### src/rtl/plt_pkg.sv
package plt_pkg;

  typedef enum logic [1:0] {
    SLIP_NONE   = 2'd0,
    SLIP_REPEAT = 2'd1,
    SLIP_DROP   = 2'd2
  } slip_e;

  // Next frame start for a write address, unless already on one.
  function automatic int frame_align(int p, int frame, int depth);
    if (p % frame == 0) return p;
    return (((p / frame) + 1) * frame) % depth;
  endfunction

  // Verdict on the write-minus-read separation at a read frame start.
  function automatic slip_e slip_judge(int sep, int guard, int depth);
    if (sep < guard) return SLIP_REPEAT;
    if (sep > depth - guard) return SLIP_DROP;
    return SLIP_NONE;
  endfunction

  // Read pointer placed near half depth behind wr, same slot phase as rd.
  function automatic int centre_rd(int wr, int rd, int frame, int depth);
    int phase;
    int lift;
    int target;
    phase  = ((wr - rd) % frame + frame) % frame;
    lift   = (depth / 2 - phase + frame / 2 - 1) / frame;
    target = phase + lift * frame;
    return (wr - target + depth) % depth;
  endfunction

endpackage

### src/rtl/plt_wr_ctl.sv
module plt_wr_ctl #(
  parameter int FRAME_SLOTS = 32,
  parameter int DEPTH = 64,
  localparam int PTR_W = $clog2(DEPTH),
  localparam int SLOT_W = $clog2(FRAME_SLOTS)
) (
  input  logic             clk,
  input  logic             rst_n,
  input  logic             rx_vld,
  input  logic             rx_fs,
  output logic             wr_en,
  output logic [PTR_W-1:0] wr_addr,
  output logic [PTR_W-1:0] wr_ptr,
  output logic [PTR_W-1:0] wr_next
);
  import plt_pkg::*;

  always_comb begin
    wr_en   = rx_vld;
    wr_addr = rx_fs ? PTR_W'(frame_align(int'(wr_ptr), FRAME_SLOTS, DEPTH)) : wr_ptr;
    wr_next = rx_vld ? wr_addr + PTR_W'(1) : wr_ptr;
  end

  always_ff @(posedge clk or negedge rst_n) begin
    if (!rst_n) wr_ptr <= PTR_W'(DEPTH / 2);
    else        wr_ptr <= wr_next;
  end


  fs_align_chk: assert property (@(posedge clk) disable iff (!rst_n)
    (rx_vld && rx_fs) |=> (wr_ptr[SLOT_W-1:0] == SLOT_W'(1)));


  wr_step_chk: assert property (@(posedge clk) disable iff (!rst_n)
    (!rx_vld) |=> $stable(wr_ptr));

endmodule

### src/rtl/plt_buf.sv
module plt_buf #(
  parameter int W = 8,
  parameter int DEPTH = 64,
  localparam int PTR_W = $clog2(DEPTH)
) (
  input  logic             clk,
  input  logic             rst_n,
  input  logic             wr_en,
  input  logic [PTR_W-1:0] wr_addr,
  input  logic [W-1:0]     wr_data,
  input  logic [PTR_W-1:0] rd_addr,
  output logic [W-1:0]     rd_data
);
  logic [W-1:0] mem [DEPTH];

  // Read sees the contents before this cycle's write.
  assign rd_data = mem[rd_addr];

  always_ff @(posedge clk or negedge rst_n) begin
    if (!rst_n) begin
      for (int i = 0; i < DEPTH; i++) mem[i] <= '0;
    end else if (wr_en) begin
      mem[wr_addr] <= wr_data;
    end
  end

endmodule

### src/rtl/plt_rd_ctl.sv
module plt_rd_ctl #(
  parameter int FRAME_SLOTS = 32,
  parameter int DEPTH = 64,
  parameter int GUARD = 2,
  localparam int PTR_W = $clog2(DEPTH),
  localparam int SLOT_W = $clog2(FRAME_SLOTS)
) (
  input  logic              clk,
  input  logic              rst_n,
  input  logic              tx_vld,
  input  logic              ctrl_wr,
  input  logic [PTR_W-1:0]  wr_ptr,
  input  logic [PTR_W-1:0]  wr_next,
  output logic [PTR_W-1:0]  rd_addr,
  output logic [SLOT_W-1:0] rd_slot,
  output logic              slip_rep,
  output logic              slip_drop
);
  import plt_pkg::*;

  localparam logic [PTR_W-1:0] FRAME_STEP = PTR_W'(FRAME_SLOTS);
  localparam logic [PTR_W-1:0] CEN_LO     = PTR_W'(FRAME_SLOTS / 2);
  localparam logic [PTR_W-1:0] CEN_HI     = PTR_W'(DEPTH / 2 + FRAME_SLOTS / 2 - 1);
  localparam logic [PTR_W-1:0] POST_HI    = PTR_W'(DEPTH - FRAME_SLOTS / 2);

  logic [PTR_W-1:0] rd_ptr;
  logic [PTR_W-1:0] sep;
  logic [PTR_W-1:0] rd_after;
  logic [PTR_W-1:0] rd_load;
  slip_e            verdict;

  always_comb begin
    sep     = wr_ptr - rd_ptr;
    verdict = SLIP_NONE;
    if (tx_vld && rd_ptr[SLOT_W-1:0] == '0)
      verdict = slip_judge(int'(sep), GUARD, DEPTH);
    unique case (verdict)
      SLIP_REPEAT: rd_addr = rd_ptr - FRAME_STEP;
      SLIP_DROP:   rd_addr = rd_ptr + FRAME_STEP;
      default:     rd_addr = rd_ptr;
    endcase
    rd_slot  = rd_addr[SLOT_W-1:0];
    rd_after = tx_vld ? rd_addr + PTR_W'(1) : rd_ptr;
    rd_load  = ctrl_wr ? PTR_W'(centre_rd(int'(wr_next), int'(rd_after), FRAME_SLOTS, DEPTH))
                       : rd_after;
  end

  always_ff @(posedge clk or negedge rst_n) begin
    if (!rst_n) begin
      rd_ptr    <= '0;
      slip_rep  <= 1'b0;
      slip_drop <= 1'b0;
    end else begin
      rd_ptr    <= rd_load;
      slip_rep  <= (verdict == SLIP_REPEAT);
      slip_drop <= (verdict == SLIP_DROP);
    end
  end


  slip_excl_chk: assert property (@(posedge clk) disable iff (!rst_n)
    $onehot0({slip_rep, slip_drop}));


  slip_heal_chk: assert property (@(posedge clk) disable iff (!rst_n)
    (slip_rep || slip_drop) |-> (sep >= CEN_LO && sep <= POST_HI));


  centre_sep_chk: assert property (@(posedge clk) disable iff (!rst_n)
    ctrl_wr |=> (sep >= CEN_LO && sep <= CEN_HI));


  centre_phase_chk: assert property (@(posedge clk) disable iff (!rst_n)
    (ctrl_wr && !tx_vld) |=> (rd_ptr[SLOT_W-1:0] == $past(rd_ptr[SLOT_W-1:0])));

endmodule

### src/rtl/plt_tx_mux.sv
module plt_tx_mux #(
  parameter int W = 8,
  parameter int FRAME_SLOTS = 32,
  parameter int SIG_SLOT = 16,
  parameter logic [W-1:0] FAS_WORD = 8'h1B,
  parameter logic [W-1:0] NFAS_WORD = 8'h40,
  localparam int SLOT_W = $clog2(FRAME_SLOTS)
) (
  input  logic              clk,
  input  logic              rst_n,
  input  logic              tx_vld,
  input  logic [W-1:0]      tx_byte,
  input  logic [W-1:0]      tx_sig,
  input  logic              tx_sync,
  input  logic              tx_mfs,
  input  logic              ais_force,
  input  logic              loop_q,
  input  logic              thru_q,
  input  logic [W-1:0]      buf_byte,
  input  logic [SLOT_W-1:0] rd_slot,
  output logic [W-1:0]      out_byte,
  output logic              out_vld,
  output logic [SLOT_W-1:0] out_ts,
  output logic              out_mfs
);
  logic [SLOT_W-1:0] ts_cnt;
  logic [SLOT_W-1:0] n_slot;
  logic              fpar;
  logic [W-1:0]      pick;
  logic              gen_ts0;

  always_comb begin
    n_slot  = tx_sync ? '0 : ts_cnt;
    gen_ts0 = loop_q && !thru_q && (rd_slot == '0);
    if (ais_force)    pick = '1;
    else if (gen_ts0) pick = fpar ? NFAS_WORD : FAS_WORD;
    else if (loop_q)  pick = buf_byte;
    else if (n_slot == SLOT_W'(SIG_SLOT)) pick = tx_sig;
    else              pick = tx_byte;
  end

  always_ff @(posedge clk or negedge rst_n) begin
    if (!rst_n) begin
      ts_cnt   <= '0;
      fpar     <= 1'b0;
      out_byte <= '0;
      out_vld  <= 1'b0;
      out_ts   <= '0;
      out_mfs  <= 1'b0;
    end else begin
      out_vld <= tx_vld;
      if (tx_vld) begin
        ts_cnt   <= n_slot + SLOT_W'(1);
        if (rd_slot == '0) fpar <= ~fpar;
        out_byte <= pick;
        out_ts   <= loop_q ? rd_slot : n_slot;
        out_mfs  <= !loop_q && tx_mfs;
      end
    end
  end


  vld_follow_chk: assert property (@(posedge clk) disable iff (!rst_n)
    tx_vld |=> out_vld);


  vld_idle_chk: assert property (@(posedge clk) disable iff (!rst_n)
    !tx_vld |=> !out_vld);


  ais_ones_chk: assert property (@(posedge clk) disable iff (!rst_n)
    (tx_vld && ais_force) |=> (out_byte == '1));


  loop_mfs_chk: assert property (@(posedge clk) disable iff (!rst_n)
    (tx_vld && loop_q) |=> !out_mfs);


  gen_word_chk: assert property (@(posedge clk) disable iff (!rst_n)
    (tx_vld && loop_q && !thru_q && !ais_force && rd_slot == '0)
      |=> (out_byte == FAS_WORD || out_byte == NFAS_WORD));

endmodule

### src/rtl/payload_loop_tx.sv
module payload_loop_tx #(
  parameter int W = 8,
  parameter int FRAME_SLOTS = 32,
  parameter int DEPTH_FRAMES = 2,
  parameter int GUARD = 2,
  parameter int SIG_SLOT = 16,
  parameter logic [W-1:0] FAS_WORD = 8'h1B,
  parameter logic [W-1:0] NFAS_WORD = 8'h40,
  localparam int DEPTH = FRAME_SLOTS * DEPTH_FRAMES,
  localparam int PTR_W = $clog2(DEPTH),
  localparam int SLOT_W = $clog2(FRAME_SLOTS)
) (
  input  logic              clk,
  input  logic              rst_n,
  input  logic [W-1:0]      rx_byte,
  input  logic              rx_vld,
  input  logic              rx_fs,
  input  logic [W-1:0]      tx_byte,
  input  logic [W-1:0]      tx_sig,
  input  logic              tx_vld,
  input  logic              tx_sync,
  input  logic              tx_mfs,
  input  logic              ctrl_wr,
  input  logic              ctrl_loop,
  input  logic              ctrl_ts0_thru,
  input  logic              ais_force,
  output logic [W-1:0]      out_byte,
  output logic              out_vld,
  output logic [SLOT_W-1:0] out_ts,
  output logic              out_mfs,
  output logic              slip_rep,
  output logic              slip_drop
);
  logic              loop_q;
  logic              thru_q;
  logic              wr_en;
  logic [PTR_W-1:0]  wr_addr;
  logic [PTR_W-1:0]  wr_ptr;
  logic [PTR_W-1:0]  wr_next;
  logic [PTR_W-1:0]  rd_addr;
  logic [SLOT_W-1:0] rd_slot;
  logic [W-1:0]      buf_byte;

  always_ff @(posedge clk or negedge rst_n) begin
    if (!rst_n) begin
      loop_q <= 1'b0;
      thru_q <= 1'b0;
    end else if (ctrl_wr) begin
      loop_q <= ctrl_loop;
      thru_q <= ctrl_ts0_thru;
    end
  end

  plt_wr_ctl #(.FRAME_SLOTS(FRAME_SLOTS), .DEPTH(DEPTH)) u_wr (
    .clk(clk), .rst_n(rst_n), .rx_vld(rx_vld), .rx_fs(rx_fs),
    .wr_en(wr_en), .wr_addr(wr_addr), .wr_ptr(wr_ptr), .wr_next(wr_next)
  );

  plt_buf #(.W(W), .DEPTH(DEPTH)) u_buf (
    .clk(clk), .rst_n(rst_n), .wr_en(wr_en), .wr_addr(wr_addr),
    .wr_data(rx_byte), .rd_addr(rd_addr), .rd_data(buf_byte)
  );

  plt_rd_ctl #(.FRAME_SLOTS(FRAME_SLOTS), .DEPTH(DEPTH), .GUARD(GUARD)) u_rd (
    .clk(clk), .rst_n(rst_n), .tx_vld(tx_vld), .ctrl_wr(ctrl_wr),
    .wr_ptr(wr_ptr), .wr_next(wr_next), .rd_addr(rd_addr), .rd_slot(rd_slot),
    .slip_rep(slip_rep), .slip_drop(slip_drop)
  );

  plt_tx_mux #(
    .W(W), .FRAME_SLOTS(FRAME_SLOTS), .SIG_SLOT(SIG_SLOT),
    .FAS_WORD(FAS_WORD), .NFAS_WORD(NFAS_WORD)
  ) u_mux (
    .clk(clk), .rst_n(rst_n), .tx_vld(tx_vld), .tx_byte(tx_byte), .tx_sig(tx_sig),
    .tx_sync(tx_sync), .tx_mfs(tx_mfs), .ais_force(ais_force), .loop_q(loop_q),
    .thru_q(thru_q), .buf_byte(buf_byte), .rd_slot(rd_slot), .out_byte(out_byte),
    .out_vld(out_vld), .out_ts(out_ts), .out_mfs(out_mfs)
  );


  ctrl_hold_chk: assert property (@(posedge clk) disable iff (!rst_n)
    !ctrl_wr |=> ($stable(loop_q) && $stable(thru_q)));

endmodule

### config.mk
export PLATFORM = sky130hd
export DESIGN_NAME = payload_loop_tx
export DESIGN_NICKNAME = d
export VERILOG_FILES = /design/src/rtl/plt_pkg.sv /design/src/rtl/plt_wr_ctl.sv /design/src/rtl/plt_buf.sv /design/src/rtl/plt_rd_ctl.sv /design/src/rtl/plt_tx_mux.sv /design/src/rtl/payload_loop_tx.sv
export SDC_FILE = /design/constraint.sdc
export NUM_CORES = 1
export LEC_CHECK = 0
export ABC_AREA = 1
export BUFFER_PORTS_ARGS = -buffer_cell sky130_fd_sc_hd__buf_2
export CORE_ASPECT_RATIO = 0.6
export CORE_MARGIN = 4
export CORE_UTILIZATION = 35
export CTS_CLUSTER_DIAMETER = 40
export DETAILED_ROUTE_END_ITERATION = 6
export PLACE_DENSITY = 0.59
export RECOVER_POWER = 50
export SLEW_MARGIN = 10
export SYNTH_ARGS = -nofsm -noshare
export SYNTH_HDL_FRONTEND = slang
export SYNTH_SLANG_ARGS = --single-unit
### constraint.sdc
create_clock -name clk -period 5.9 [get_ports clk]
set_input_delay 0.885 -clock clk [delete_from_list [all_inputs] [get_ports clk]]
set_output_delay 0.885 -clock clk [all_outputs]
set_load 0.05 [all_outputs]
==> flow_summary.json <==
{
  "status": "finished, violations left",
  "violations": "max-capacitance violations, max-slew violations",
  "critPathKind": "reg -> reg",
  "clkTransAtPathRegs_ns": 0.07,
  "regArea_sq_mm": 0.0137,
  "avgSynthCellArea_sq_um": 8.26,
  "cts_root_buffer": "clkbuf_16",
  "initial_core_util_pct": 35.5,
  "fp.dieW_um": 357,
  "switching_power_mw": 4.38,
  "synth_mux_area_share_pct": 0,
  "drtIter0Drc": 2414,
  "p_seq_share_pct": 38.2,
  "post-route-period-util_pct": 77.2,
  "finalClockSkew_ns": 0.0113,
  "cp_max_fo": 69,
  "synth_enable_flop_cells": 0,
  "yosys_warnings": 0,
  "max-vdd-ir-drop_mv": 0.244,
  "reg2reg_slack_ns": 1.34,
  "cts_buffers": 51,
  "cts_resized": 0,
  "dr_total_vias": 21241,
  "track_usage_pct": 19.7,
  "cap_violations": 4,
  "holdWs_ns": 0.284,
  "fin_area_sq_mm": 0.0281,
  "synth_cells": 3091,
  "syn_nets": 3151,
  "synthToLayoutAreaGrowth_pct": 10.0,
  "n_fill_cell": 7415,
  "end_kind": "flip-flop",
  "p_leak_nw": 12.4,
  "synth_top_family_by_area": "simple AND/OR/NAND/NOR gates",
  "setup_ws_ns": 1.34,
  "slew_headroom_pct": -110,
  "die-area_sq_mm": 0.0775,
  "tightest_slew_ns": 3.15,
  "multi_input_area_sq_mm": 0.0105,
  "final_cells": 4017,
  "row_count": 76,
  "final_hold_viol_count": 0,
  "grt_overflow": 0,
  "gp_congestion": 0.867,
  "dr.pass1.iters": 6,
  "dp_slack_ns": 1.35,
  "placedCellCount": 3924,
  "synth_compound_area_share_pct": 19.4,
  "drc": 0,
  "async_reset_ff_share_pct": 100,
  "setup_viol_count_final": 0,
  "clock.fmax_mhz": 219,
  "grt_setup_unrepaired": "false",
  "hold_path.class": "in -> async",
  "pwr_density_cell_mw_per_mm2": 417,
  "synthAdderAreaFrac_pct": 1.31,
  "cp.arrival_ns": 5.01,
  "coreArea_sq_mm": 0.0720,
  "ys.flop_type": "dfrtp_1",
  "cts.path.max_buffers": 3,
  "synth-xor-area-share_pct": 0.514,
  "netlist_area_sq_mm": 0.0255,
  "place_hpwl_mm": 46.7,
  "period_needed_ns": 4.56,
  "grt_max_degree": 194,
  "insertion_delay_ns": 0.59,
  "grt_pass1_wl_mm": 121,
  "ant_nets": 0,
  "drt-total-wl_mm": 76.9,
  "power.share.switching_pct": 37.4,
  "synth_seq_area_share_pct": 53.8,
  "ios": 52,
  "portBuffers": 51,
  "fin_nets": 3062,
  "fp.dieH_um": 217,
  "cts_tree": "yes",
  "cts.sinks": 549,
  "viasPerCell": 5.29,
  "synth.distinct_cells": 46,
  "cts_setup_buffers": 0,
  "critPathLaunchType": "flip-flop",
  "cp_data_required_time_ns": 6.36,
  "dpl_cell_area_sq_mm": 0.0264,
  "antenna_found_initial": 0,
  "grt_pass1_vias": 19762,
  "synth_seq_cells": 549,
  "htreeDepth": 2,
  "synth-simple-area-share_pct": 19.9,
  "diodes": 0,
  "power.share.clock_pct": 30.7,
  "wire_per_inst_um": 19.1,
  "finalMaxSlewViolations": 316,
  "pwr-share-comb_pct": 31.1,
  "cts_hold_buffers": 0,
  "drive_above_1_share_pct": 6.44,
  "finalSetupTns_ns": 0,
  "p_int_mw": 7.34
}
==> kinds of logic after synthesis <==
logic type | after synthesis
flops | 549
compound gates | 919
simple gates | 1281
buf+inv | 302
xor+xnor | 15
fa+ha+maj | 25
==> worst paths after layout <==
kind	from	end	cells past startpoint
min in group clk	u_buf.mem[477]	u_buf.mem[477]	2
worst min-delay path	rst_n	u_buf.mem[148]	1
worst min register to register	u_buf.mem[477]	u_buf.mem[477]	2
max in group asynchronous	rst_n	u_buf.mem[368]	2
worst max register to register	u_rd.rd_ptr[0]	u_mux.out_byte[4]	18
worst max-delay path	u_rd.rd_ptr[0]	u_mux.out_byte[4]	18
==> cell type report <==
cell class,count,area share [%]
inverter,74,1.02
tap,975,4.34
clock inverter,21,1.17
clock buffer,72,5.22
multi-input combinational,2240,37.4
timing repair buffer,86,1.91
sequential,549,48.9
==> routing by layer <==
| metal | vias to the layer above | global-route usage (%) | routed length, um |
|---|---|---|---|
| met5 | - | 0 | 0 |
| met4 | 0 | 3.69 | 1390 |
| met3 | 89 | 5.13 | 6730 |
| met2 | 674 | 26.4 | 30100 |
| met1 | 10282 | 31.6 | 38700 |
| li1 | 10196 | - | - |
==> cell usage in the layout (no fill, tap or decap), drive strengths merged, types with 3 or more instances in the layout <==
cell type | netlist | final
a21oi | 93 | 93
o22ai | 45 | 45
dfrtp | 548 | 548
o311ai | 6 | 6
a22oi | 18 | 18
or2 | 6 | 6
buf | 70 | 80
o21ai | 688 | 688
nand4 | 22 | 22
xnor2 | 4 | 4
a32o | 13 | 13
o211ai | 29 | 29
clkbuf | 158 | 78
inv | 64 | 74
fa | 3 | 3
nor3 | 5 | 5
xor2 | 11 | 11
nand3 | 114 | 114
bufinv | 0 | 8
nor2 | 248 | 248
o221ai | 17 | 17
ha | 22 | 22
clkinv | 10 | 11
nand2 | 880 | 880
==> stage by stage <==
stage | power, mW | utilization [%]
global route | 12.4 | 39.0
detailed placement | 8.11 | 36.6
CTS | 11.7 | 39.1
floorplan | 6.82 | -
global placement | 8.09 | 36.6
finish | 11.7 | 39.0
==> power by group through the flow <==
stage	logic, mW	registers [mW]	clock network, mW
4_1_cts	3.59	4.46	3.68
2_1_floorplan	2.37	4.45	0
6_report	3.64	4.48	3.60
5_1_grt	4.01	4.52	3.84
3_5_place_dp	3.58	4.53	0
3_3_place_gp	3.57	4.53	0
==> synthesized netlist by cell type, types with 6 or more instances <==
master | number | share of area (%)
or2_2 | 6 | 0.15
nand3_1 | 114 | 2.2
nand4_1 | 22 | 0.54
dfrtp_1 | 548 | 54
o211ai_1 | 29 | 0.85
o21ai_0 | 688 | 13
ha_1 | 22 | 1.1
a21oi_1 | 93 | 1.8
clkbuf_1 | 158 | 2.3
buf_2 | 50 | 0.98
clkinv_1 | 10 | 0.15
o221ai_1 | 17 | 0.58
buf_1 | 6 | 0.088
nor2_1 | 243 | 3.6
o22ai_1 | 45 | 1.1
o311ai_0 | 6 | 0.21
a32o_1 | 13 | 0.51
a22oi_1 | 18 | 0.53
nand2_1 | 879 | 13
buf_6 | 10 | 0.44
inv_1 | 63 | 0.93
xor2_1 | 11 | 0.38
==> worst max-delay path, stage by stage, from the launching register on <==
cell	delay [ns]
dfrtp_4	0.92
ha_1	0.26
inv_1	0.06
fa_1	0.40
nand3_1	0.09
nand2_1	0.06
xor2_1	0.16
or4_1	0.51
nor2_1	0.15
inv_1	0.06
ha_1	0.28
xor2_1	0.67
inv_1	0.27
o21ai_0	0.17
nand2_1	0.08
nand2_1	0.08
nand2_1	0.05
nand3_1	0.06
a21oi_1	0.07
==> flip-flops by register name (all words and copies together) (netlist names), 5 cells and up <==
signal / cells
u_mux.out_byte: 8
u_mux.out_ts: 5
u_wr.wr_ptr: 6
u_buf.mem: 512
u_mux.ts_cnt: 5
u_rd.rd_ptr: 6
No activity file was read; power rests on OpenSTA's default activity.
